===== src/rtl/pgwalk_pkg.sv =====
// Shared types and constants for the two-level page table walker.
// Assumes nothing beyond IEEE 1800-2017 package support.
package pgwalk_pkg;

    // Walk controller states
    typedef enum logic [2:0] {
        WALK_IDLE,
        WALK_RD_DIR,
        WALK_RD_TBL,
        WALK_DONE,
        WALK_FAULT
    } walk_state_t;

    // Fault level codes reported on resp_fault_lvl
    localparam logic [1:0] LVL_NONE = 2'd0;
    localparam logic [1:0] LVL_DIR  = 2'd1;
    localparam logic [1:0] LVL_TBL  = 2'd2;

endpackage


===== src/rtl/pgwalk_base_reg.sv =====
// Directory base frame register.
// Holds the frame number (upper address bits) of the page directory.
// Assumes a page-aligned directory; the offset bits are never stored.
module pgwalk_base_reg #(
    parameter int FRAME_W = 20
) (
    input  logic               clk,
    input  logic               rst_n,
    input  logic               we,
    input  logic [FRAME_W-1:0] wdata,
    output logic [FRAME_W-1:0] frame_q
);

    // Load a new base frame on a write strobe; clear on reset
    always_ff @(posedge clk) begin
        if (!rst_n) begin
            frame_q <= '0;
        end else if (we) begin
            frame_q <= wdata;
        end
    end

endmodule


===== src/rtl/pgwalk_index_gen.sv =====
// Address formation for the walker.
// Builds the directory entry address, the table entry address and the
// final physical address from frames and address fields. Purely
// combinational. Assumes each entry is 2**ENT_LSB bytes wide, with
// ENT_LSB = OFF_W - IDX_W, so that one table fills exactly one page.
module pgwalk_index_gen #(
    parameter int ADDR_W = 32,
    parameter int OFF_W  = 12,
    parameter int IDX_W  = 10
) (
    input  logic [ADDR_W-OFF_W-1:0] base_frame,
    input  logic [IDX_W-1:0]        dir_idx,
    input  logic [ADDR_W-OFF_W-1:0] entry_frame,
    input  logic [IDX_W-1:0]        tbl_idx,
    input  logic [OFF_W-1:0]        offset,
    output logic [ADDR_W-1:0]       dir_addr,
    output logic [ADDR_W-1:0]       tbl_addr,
    output logic [ADDR_W-1:0]       phys_addr
);

    localparam int ENT_LSB = OFF_W - IDX_W;

    generate
        if (ENT_LSB > 0) begin : g_pad
            // Entry addresses: frame, index, then zero byte-lane bits
            always_comb begin
                dir_addr = {base_frame,  dir_idx, {ENT_LSB{1'b0}}};
                tbl_addr = {entry_frame, tbl_idx, {ENT_LSB{1'b0}}};
            end
        end else begin : g_nopad
            // Entry addresses when entries are one byte wide
            always_comb begin
                dir_addr = {base_frame,  dir_idx};
                tbl_addr = {entry_frame, tbl_idx};
            end
        end
    endgenerate

    // Physical address: table entry frame joined with untouched offset
    always_comb begin
        phys_addr = {entry_frame, offset};
    end

endmodule


===== src/rtl/pgwalk_ctrl.sv =====
// Walk controller.
// Sequences idle, directory read, table read and the one-cycle done or
// fault response. Holds the read request until memory returns data.
// Assumes the memory port answers each raised mem_rd_en with exactly one
// mem_rd_valid pulse, no earlier than the cycle after the request.
module pgwalk_ctrl
    import pgwalk_pkg::*;
#(
    parameter int ADDR_W = 32,
    parameter int OFF_W  = 12,
    parameter int IDX_W  = 10,
    localparam int LO_W  = OFF_W + IDX_W
) (
    input  logic              clk,
    input  logic              rst_n,
    input  logic              paging_en,
    input  logic              req_valid,
    input  logic [ADDR_W-1:0] req_lin,
    output logic              req_ready,
    input  logic [ADDR_W-1:0] dir_addr,
    input  logic [ADDR_W-1:0] tbl_addr,
    input  logic [ADDR_W-1:0] phys_next,
    input  logic              mem_rd_valid,
    input  logic              entry_present,
    output logic              mem_rd_en,
    output logic [ADDR_W-1:0] mem_rd_addr,
    output logic [LO_W-1:0]   lin_lo_q,
    output logic              resp_valid,
    output logic [ADDR_W-1:0] resp_phys,
    output logic              resp_fault,
    output logic [1:0]        resp_fault_lvl
);

    walk_state_t       state_q, state_d;
    logic [ADDR_W-1:0] addr_q;
    logic [ADDR_W-1:0] phys_q;
    logic [1:0]        lvl_q;
    logic              accept;

    assign accept = req_valid && (state_q == WALK_IDLE);

    // Next-state selection for the walk
    always_comb begin
        state_d = state_q;
        unique case (state_q)
            WALK_IDLE: begin
                if (req_valid) begin
                    state_d = paging_en ? WALK_RD_DIR : WALK_DONE;
                end
            end
            WALK_RD_DIR: begin
                if (mem_rd_valid) begin
                    state_d = entry_present ? WALK_RD_TBL : WALK_FAULT;
                end
            end
            WALK_RD_TBL: begin
                if (mem_rd_valid) begin
                    state_d = entry_present ? WALK_DONE : WALK_FAULT;
                end
            end
            WALK_DONE:  state_d = WALK_IDLE;
            WALK_FAULT: state_d = WALK_IDLE;
            default:    state_d = WALK_IDLE;
        endcase
    end

    // State register
    always_ff @(posedge clk) begin
        if (!rst_n) begin
            state_q <= WALK_IDLE;
        end else begin
            state_q <= state_d;
        end
    end

    // Request capture: low address bits and the first entry address
    always_ff @(posedge clk) begin
        if (!rst_n) begin
            lin_lo_q <= '0;
        end else if (accept) begin
            lin_lo_q <= req_lin[LO_W-1:0];
        end
    end

    // Read address register: directory entry, then table entry
    always_ff @(posedge clk) begin
        if (!rst_n) begin
            addr_q <= '0;
        end else if (accept && paging_en) begin
            addr_q <= dir_addr;
        end else if (state_q == WALK_RD_DIR && mem_rd_valid && entry_present) begin
            addr_q <= tbl_addr;
        end
    end

    // Result register: bypass address or translated address
    always_ff @(posedge clk) begin
        if (!rst_n) begin
            phys_q <= '0;
        end else if (accept && !paging_en) begin
            phys_q <= req_lin;
        end else if (state_q == WALK_RD_TBL && mem_rd_valid && entry_present) begin
            phys_q <= phys_next;
        end
    end

    // Fault level register: records where a walk stopped
    always_ff @(posedge clk) begin
        if (!rst_n) begin
            lvl_q <= LVL_NONE;
        end else if (accept) begin
            lvl_q <= LVL_NONE;
        end else if (mem_rd_valid && !entry_present) begin
            if (state_q == WALK_RD_DIR) begin
                lvl_q <= LVL_DIR;
            end else if (state_q == WALK_RD_TBL) begin
                lvl_q <= LVL_TBL;
            end
        end
    end

    // Output decode from the registered state
    always_comb begin
        req_ready      = (state_q == WALK_IDLE);
        mem_rd_en      = (state_q == WALK_RD_DIR) || (state_q == WALK_RD_TBL);
        mem_rd_addr    = addr_q;
        resp_valid     = (state_q == WALK_DONE) || (state_q == WALK_FAULT);
        resp_fault     = (state_q == WALK_FAULT);
        resp_phys      = (state_q == WALK_DONE) ? phys_q : '0;
        resp_fault_lvl = (state_q == WALK_FAULT) ? lvl_q : LVL_NONE;
    end

endmodule


===== src/rtl/pgwalk_top.sv =====
// Two-level page table walker, top level.
// Splits a linear address into directory index, table index and page
// offset, fetches two dependent entries over a single read port and
// returns a physical address or a present-bit fault with its level.
// Assumes ADDR_W = OFF_W + 2*IDX_W and that bit PRESENT_BIT of an entry
// is its present flag.
module pgwalk_top #(
    parameter int ADDR_W      = 32,
    parameter int OFF_W       = 12,
    parameter int IDX_W       = 10,
    parameter int PRESENT_BIT = 0,
    localparam int FRAME_W    = ADDR_W - OFF_W,
    localparam int LO_W       = OFF_W + IDX_W
) (
    input  logic               clk,
    input  logic               rst_n,
    input  logic               paging_en,
    input  logic               base_we,
    input  logic [FRAME_W-1:0] base_wdata,
    input  logic               req_valid,
    output logic               req_ready,
    input  logic [ADDR_W-1:0]  req_lin,
    output logic               mem_rd_en,
    output logic [ADDR_W-1:0]  mem_rd_addr,
    input  logic               mem_rd_valid,
    input  logic [ADDR_W-1:0]  mem_rd_data,
    output logic               resp_valid,
    output logic [ADDR_W-1:0]  resp_phys,
    output logic               resp_fault,
    output logic [1:0]         resp_fault_lvl
);

    logic [FRAME_W-1:0] base_frame;
    logic [ADDR_W-1:0]  dir_addr;
    logic [ADDR_W-1:0]  tbl_addr;
    logic [ADDR_W-1:0]  phys_next;
    logic [LO_W-1:0]    lin_lo_q;
    logic               entry_present;
    logic               unused_entry_bits;

    assign entry_present     = mem_rd_data[PRESENT_BIT];
    assign unused_entry_bits = ^mem_rd_data[OFF_W-1:0];

    pgwalk_base_reg #(
        .FRAME_W (FRAME_W)
    ) u_base (
        .clk     (clk),
        .rst_n   (rst_n),
        .we      (base_we),
        .wdata   (base_wdata),
        .frame_q (base_frame)
    );

    pgwalk_index_gen #(
        .ADDR_W (ADDR_W),
        .OFF_W  (OFF_W),
        .IDX_W  (IDX_W)
    ) u_idx (
        .base_frame  (base_frame),
        .dir_idx     (req_lin[ADDR_W-1 -: IDX_W]),
        .entry_frame (mem_rd_data[ADDR_W-1:OFF_W]),
        .tbl_idx     (lin_lo_q[LO_W-1:OFF_W]),
        .offset      (lin_lo_q[OFF_W-1:0]),
        .dir_addr    (dir_addr),
        .tbl_addr    (tbl_addr),
        .phys_addr   (phys_next)
    );

    pgwalk_ctrl #(
        .ADDR_W (ADDR_W),
        .OFF_W  (OFF_W),
        .IDX_W  (IDX_W)
    ) u_ctrl (
        .clk            (clk),
        .rst_n          (rst_n),
        .paging_en      (paging_en),
        .req_valid      (req_valid),
        .req_lin        (req_lin),
        .req_ready      (req_ready),
        .dir_addr       (dir_addr),
        .tbl_addr       (tbl_addr),
        .phys_next      (phys_next),
        .mem_rd_valid   (mem_rd_valid),
        .entry_present  (entry_present),
        .mem_rd_en      (mem_rd_en),
        .mem_rd_addr    (mem_rd_addr),
        .lin_lo_q       (lin_lo_q),
        .resp_valid     (resp_valid),
        .resp_phys      (resp_phys),
        .resp_fault     (resp_fault),
        .resp_fault_lvl (resp_fault_lvl)
    );

endmodule


===== config.mk =====
export PLATFORM = sky130hd
export DESIGN_NAME = pgwalk_top
export DESIGN_NICKNAME = d
export VERILOG_FILES = /design/src/rtl/pgwalk_pkg.sv /design/src/rtl/pgwalk_base_reg.sv /design/src/rtl/pgwalk_index_gen.sv /design/src/rtl/pgwalk_ctrl.sv /design/src/rtl/pgwalk_top.sv
export SDC_FILE = /design/constraint.sdc
export NUM_CORES = 1
export LEC_CHECK = 0
export BUFFER_PORTS_ARGS = -buffer_cell sky130_fd_sc_hd__buf_2
export CELL_PAD_IN_SITES_DETAIL_PLACEMENT = 2
export CELL_PAD_IN_SITES_GLOBAL_PLACEMENT = 2
export CORE_MARGIN = 2
export CORE_UTILIZATION = 27
export CTS_CLUSTER_DIAMETER = 150
export DETAILED_ROUTE_END_ITERATION = 12
export PLACE_DENSITY = 0.73
export SYNTH_ARGS = -nofsm -noshare
export SYNTH_HDL_FRONTEND = slang
export SYNTH_HIERARCHICAL = 1
export SYNTH_SLANG_ARGS = --single-unit

===== constraint.sdc =====
create_clock -name clk -period 1.5 [get_ports clk]
set_input_delay 0.15 -clock clk [delete_from_list [all_inputs] [get_ports clk]]
set_output_delay 0.15 -clock clk [all_outputs]
set_load 0.01 [all_outputs]

[After elaboration in Yosys (flattened, before gate mapping)]
Index checks and enable logic that the tools add are counted.
Cells by class
  reduce and logical (&&, ||, !) cells: 19
  equal/unequal tests: 7
  muxes and demuxes: 15
  bitwise operators: 1
Operators with widths (count)
  two-way mux 32 bit: 5
  two-way mux 3 bit: 5
  one-hot mux 3 bit (3 select lines): 1
  logical AND 1 bit: 8
  two-way mux 2 bit: 4
  equality test 3 x 2 -> 1 bit (second input constant): 2
  != test 2 bit (second input constant): 3
  nonzero test 2 bit: 3
  equality test 3 x 1 -> 1 bit (second input constant): 1
  equality test 3 bit (second input constant): 1
  logical NOT 3 bit: 1
  AND reduction 3 bit: 1
  logical NOT 1 bit: 2
  logical OR 1 bit: 2
  AND reduction 2 bit: 1
  OR reduction 2 bit: 1
  NOT 1 bit: 1
Word-level totals
  bits of input ports: 90
  flip-flop bits (word level): 109
  word-level logic and storage cells: 48

[Logic depth before layout (Yosys ltp)]
  depth in word-level cells: 5
  gate-level depth with buffers: 7
  gate-level depth less buffers: 3

[By module]
Netlist, hierarchy kept.
By module, submodules not included
  pgwalk_ctrl: cells an instance 554, area an instance 4414.2 um2, times used 1, seq. area each 1821.7 um2
  pgwalk_base_reg: cells an instance 64, area an instance 755.7 um2, times used 1, seq. area each 400.4 um2
  pgwalk_index_gen: cells an instance 97, area an instance 724.4 um2, times used 1, seq. area each 0.0 um2

[Least setup slack after synthesis]
Ideal clock, no wire load.
  kind: flip-flop to flip-flop
  from: reg u_ctrl.state_q[0]
  to: reg u_ctrl.lin_lo_q[12]
  data arrival time: 1.484 ns
  path slack: -0.116 ns
  required time: 1.368 ns
  cell stages (with the launch flop): 8
  path buffers: 4
  path through: dfxtp_1 > buf_2 > or4b_1 > buf_2 > buf_2 > buf_2 > nand2_1 > a21oi_1
Between the ends
  longest elaborated chain between the ends: 2
Ends and longest elaborated chain
  start, declared: RTL line pgwalk_ctrl.sv:34  | walk_state_t state_q, state_d;
  start signal, assigned: RTL line pgwalk_ctrl.sv:72  | state_q <= state_d;
  logical NOT 3 bit: RTL line pgwalk_ctrl.sv:40  | assign accept = req_valid && (state_q == WALK_IDLE);
  logical AND 1 bit: RTL line pgwalk_ctrl.sv:40
  end signal, assigned: RTL line pgwalk_ctrl.sv:81  | lin_lo_q <= req_lin[LO_W-1:0];
  end, declared: RTL line pgwalk_ctrl.sv:27  | output logic [LO_W-1:0] lin_lo_q,
No other way between the ends.
A chain may end at the register's enable or synchronous reset.

==> impl_metrics.tcl <==
set metrics [dict create \
    switching_share_pct 34.1 \
    dpl_worst_slack_ns -0.153 \
    hp-class "input port to flop" \
    cp-start-kind "flop" \
    setup_viol 126 \
    synthArstFlopShare_pct 0 \
    grt_pass1_wl_mm 36.5 \
    antenna_found_initial 2 \
    cts.sinks 111 \
    grt_max_degree 45 \
    rsz0062_at_grt "true" \
    fin_ws_ns -0.304 \
    synth_edf_count 0 \
    skew_ns 0.0113 \
    crit_type "flop to flop" \
    cts_tree "done" \
    met2RoutedLength_mm 13.7 \
    synth_top_area_share_pct 37.7 \
    netlist_area_um2 5890 \
    dieHeight_um 152 \
    status "complete, but fails checks" \
    vias 5848 \
    wl_mm 26.8 \
    wl_met3_mm 1.28 \
    hold_buffers 0 \
    routedWlPerCell_um 24.8 \
    initial_core_util_pct 27.3 \
    place.gp.congestion 0.766 \
    numCtsBuffers 9 \
    clk_latency_ns 0.37 \
    cp_slowest_cell "dfxtp_4" \
    pwr_density_cell_nw_per_um2 1150 \
    combPwrFrac_pct 36.5 \
    die_x_um 152 \
    violations "negative setup slack" \
    intPower_mw 6.69 \
    peakVddDrop_v 0.000621 \
    slew_violations 0 \
    area_delta_synth_final_pct 49.9 \
    overflow 0 \
    worstSetupEndpointType "flop" \
    seq_power_share_pct 34.6 \
    seq_area_frac_synth_pct 37.7 \
    dp_hpwl_mm 15.6 \
    synthFlopType "dfxtp_1" \
    clock.fmax_ghz 0.554 \
    critPathMaxStageDelay_ns 0.36 \
    worstPathMaxFanout 25 \
    num-fill-cells 2309 \
    num_antenna_cells 0 \
    finalCritPeriodShare_pct 120 \
    core_um2 21600 \
    leakage_nw 3.39 \
    placed_area_um2 6630 \
    grtUsageTotal_pct 21.2 \
    cts-root-buf "clkbuf_16" \
    pwr-share-clk_pct 28.9 \
    cap_violations 0 \
    fin_nets 889 \
    top_layer_used "met5" \
    final_util_pct 40.9 \
    yosys_warnings 6 \
    final_cell_mix "124 x buf_2, 108 x dfxtp_1, 48 x o21ai_0" \
    yosys.area.top_type "dfxtp_1" \
    drtPass1Iterations 4 \
    viasPerCell 5.39 \
    h-tree-depth 3 \
    cts.clk_slew.worst_paths_ns 0.08 \
    tns_ns -22.84 \
    layout_commonest_cell "buf_2" \
    synth_cells 715 \
    cpLargestDelayFamily "buffers and inverters" \
    ios 160 \
    power_switching_mw 3.47 \
    synth.avg_cell_area_um2 8.24 \
    grt_pass1_vias 5944 \
    yosysUniqueCellTypes 42 \
    synthTopCellsByArea "dfxtp_1 38%, buf_4 12%, a311oi_1 9.2%" \
    worst-path-buf-inv 4 \
    place.port_buffers 148 \
    die-area_um2 23000 \
    clk_path_buf_depth 2 \
    design_area_um2 8840 \
    ys_seq_elements 111 \
    drt_iter0_drc 245 \
    drc 0 \
    rows 54 \
    drive_above_1_share_pct 54.7 \
    worstPathRequired_ns 1.72 \
    period_needed_ns 1.80 \
    m1WireLength_mm 11.3 \
    finalHoldViolCount 0 \
    arrival_ns 2.03 \
    ant_nets 0 \
    cp_cell_sequence "buf_6, buf_8, buf_4, nand4bb_4, buf_12, o21ai_0, a311oi_1" \
]
## sequential cells by signal (all words and copies together) (netlist names)
| register | flops |
|---|---|
| u_ctrl/mem_rd_addr | 32 |
| u_ctrl/phys_q | 32 |
| u_ctrl/lin_lo_q | 22 |
| u_base/frame_q | 20 |
| u_ctrl/state_q | 3 |
| u_ctrl/lvl_q | 2 |
## metal layers
layer | vias to the layer above | global-route usage [%]
met5 | - | 0
met4 | 4 | 4.21
met3 | 39 | 3.62
met2 | 175 | 36.8
met1 | 2956 | 27.8
li1 | 2674 | -
## synth_stat cells, types with 3 or more instances
library cell,instances
mux2i_1,20
nor3_1,64
nor2b_1,20
buf_1,6
o21ai_0,54
and2_1,36
nand3_1,36
nand2_1,47
dfxtp_1,111
a311oi_1,62
o21ai_1,8
nor2_1,3
nand4_1,32
clkbuf_1,52
buf_2,13
buf_4,96
a21oi_1,22
## per-stage QoR
stage / hold WS [ns] / instances / total power, mW
floorplan: 0.272 / 718 / 4.93
global placement: 0.409 / 1034 / 5.69
detailed placement: 0.417 / 1034 / 5.77
CTS: 0.0263 / 1072 / 9.44
global route: 0.0401 / 1084 / 10.6
finish: 0.0356 / 1084 / 10.2
## final timing paths
check / slack [ns] / to / cells after the start / from
min reg2reg: 0.48 / u_ctrl/lin_lo_q[16]$_SDFFE_PN0N_ / 2 / u_ctrl/lin_lo_q[16]$_SDFFE_PN0N_
min: 0.04 / u_ctrl/lin_lo_q[7]$_SDFFE_PN0N_ / 3 / req_lin[7]
max reg2reg: -0.30 / u_ctrl/mem_rd_addr[1]$_SDFFE_PN0P_ / 7 / u_ctrl/state_q[1]$_SDFFE_PN0P_
max: -0.30 / u_ctrl/mem_rd_addr[1]$_SDFFE_PN0P_ / 7 / u_ctrl/state_q[1]$_SDFFE_PN0P_
## layout make-up
type,instances,area [µm²],area share (%)
inverter,4,22.5,0.255
sequential,111,2230,25.2
timing repair buffer,238,2190,24.8
multi-input combinational,435,3690,41.7
clock buffer,12,256,2.90
clock inverter,4,98.8,1.12
tap,280,350,3.96
## cells by family (layout without fill, tap and decap cells)
family          after synthesis  count (layout)  share of synthesized area, %
other cells                   1               4                        0.0636
compound gates              158             158                          18.0
buf+inv                     173             258                          17.7
mux                          20              20                          3.40
simple gates                251             252                          23.1
flops                       111             111                          37.7
xor+xnor                      1               1                         0.149
## power by group through the flow
stage | Sequential [mW] | Combinational [mW] | Clock (mW)
CTS | 3.48 | 2.99 | 2.98
finish | 3.51 | 3.70 | 2.94
global route | 3.55 | 3.90 | 3.11
detailed placement | 3.53 | 2.23 | 0
floorplan | 3.51 | 1.43 | 0
global placement | 3.52 | 2.17 | 0
## worst reg2reg max path, cell delays in order (launching register included)
cell and delay [ns]:
dfxtp_4 0.36, buf_6 0.13, buf_8 0.12, buf_4 0.14
nand4bb_4 0.26, buf_12 0.20, o21ai_0 0.29, a311oi_1 0.18
## repair_timing
item | 4_1_cts | 5_1_grt
gates cloned | 11 | 7
buffers inserted | 11 | 6
endpoints found under the setup margin | 127 | 129
pin swaps | 7 | 43
gates resized for setup | 121 | 177
Note: power is estimated with default switching activity, not from simulation.
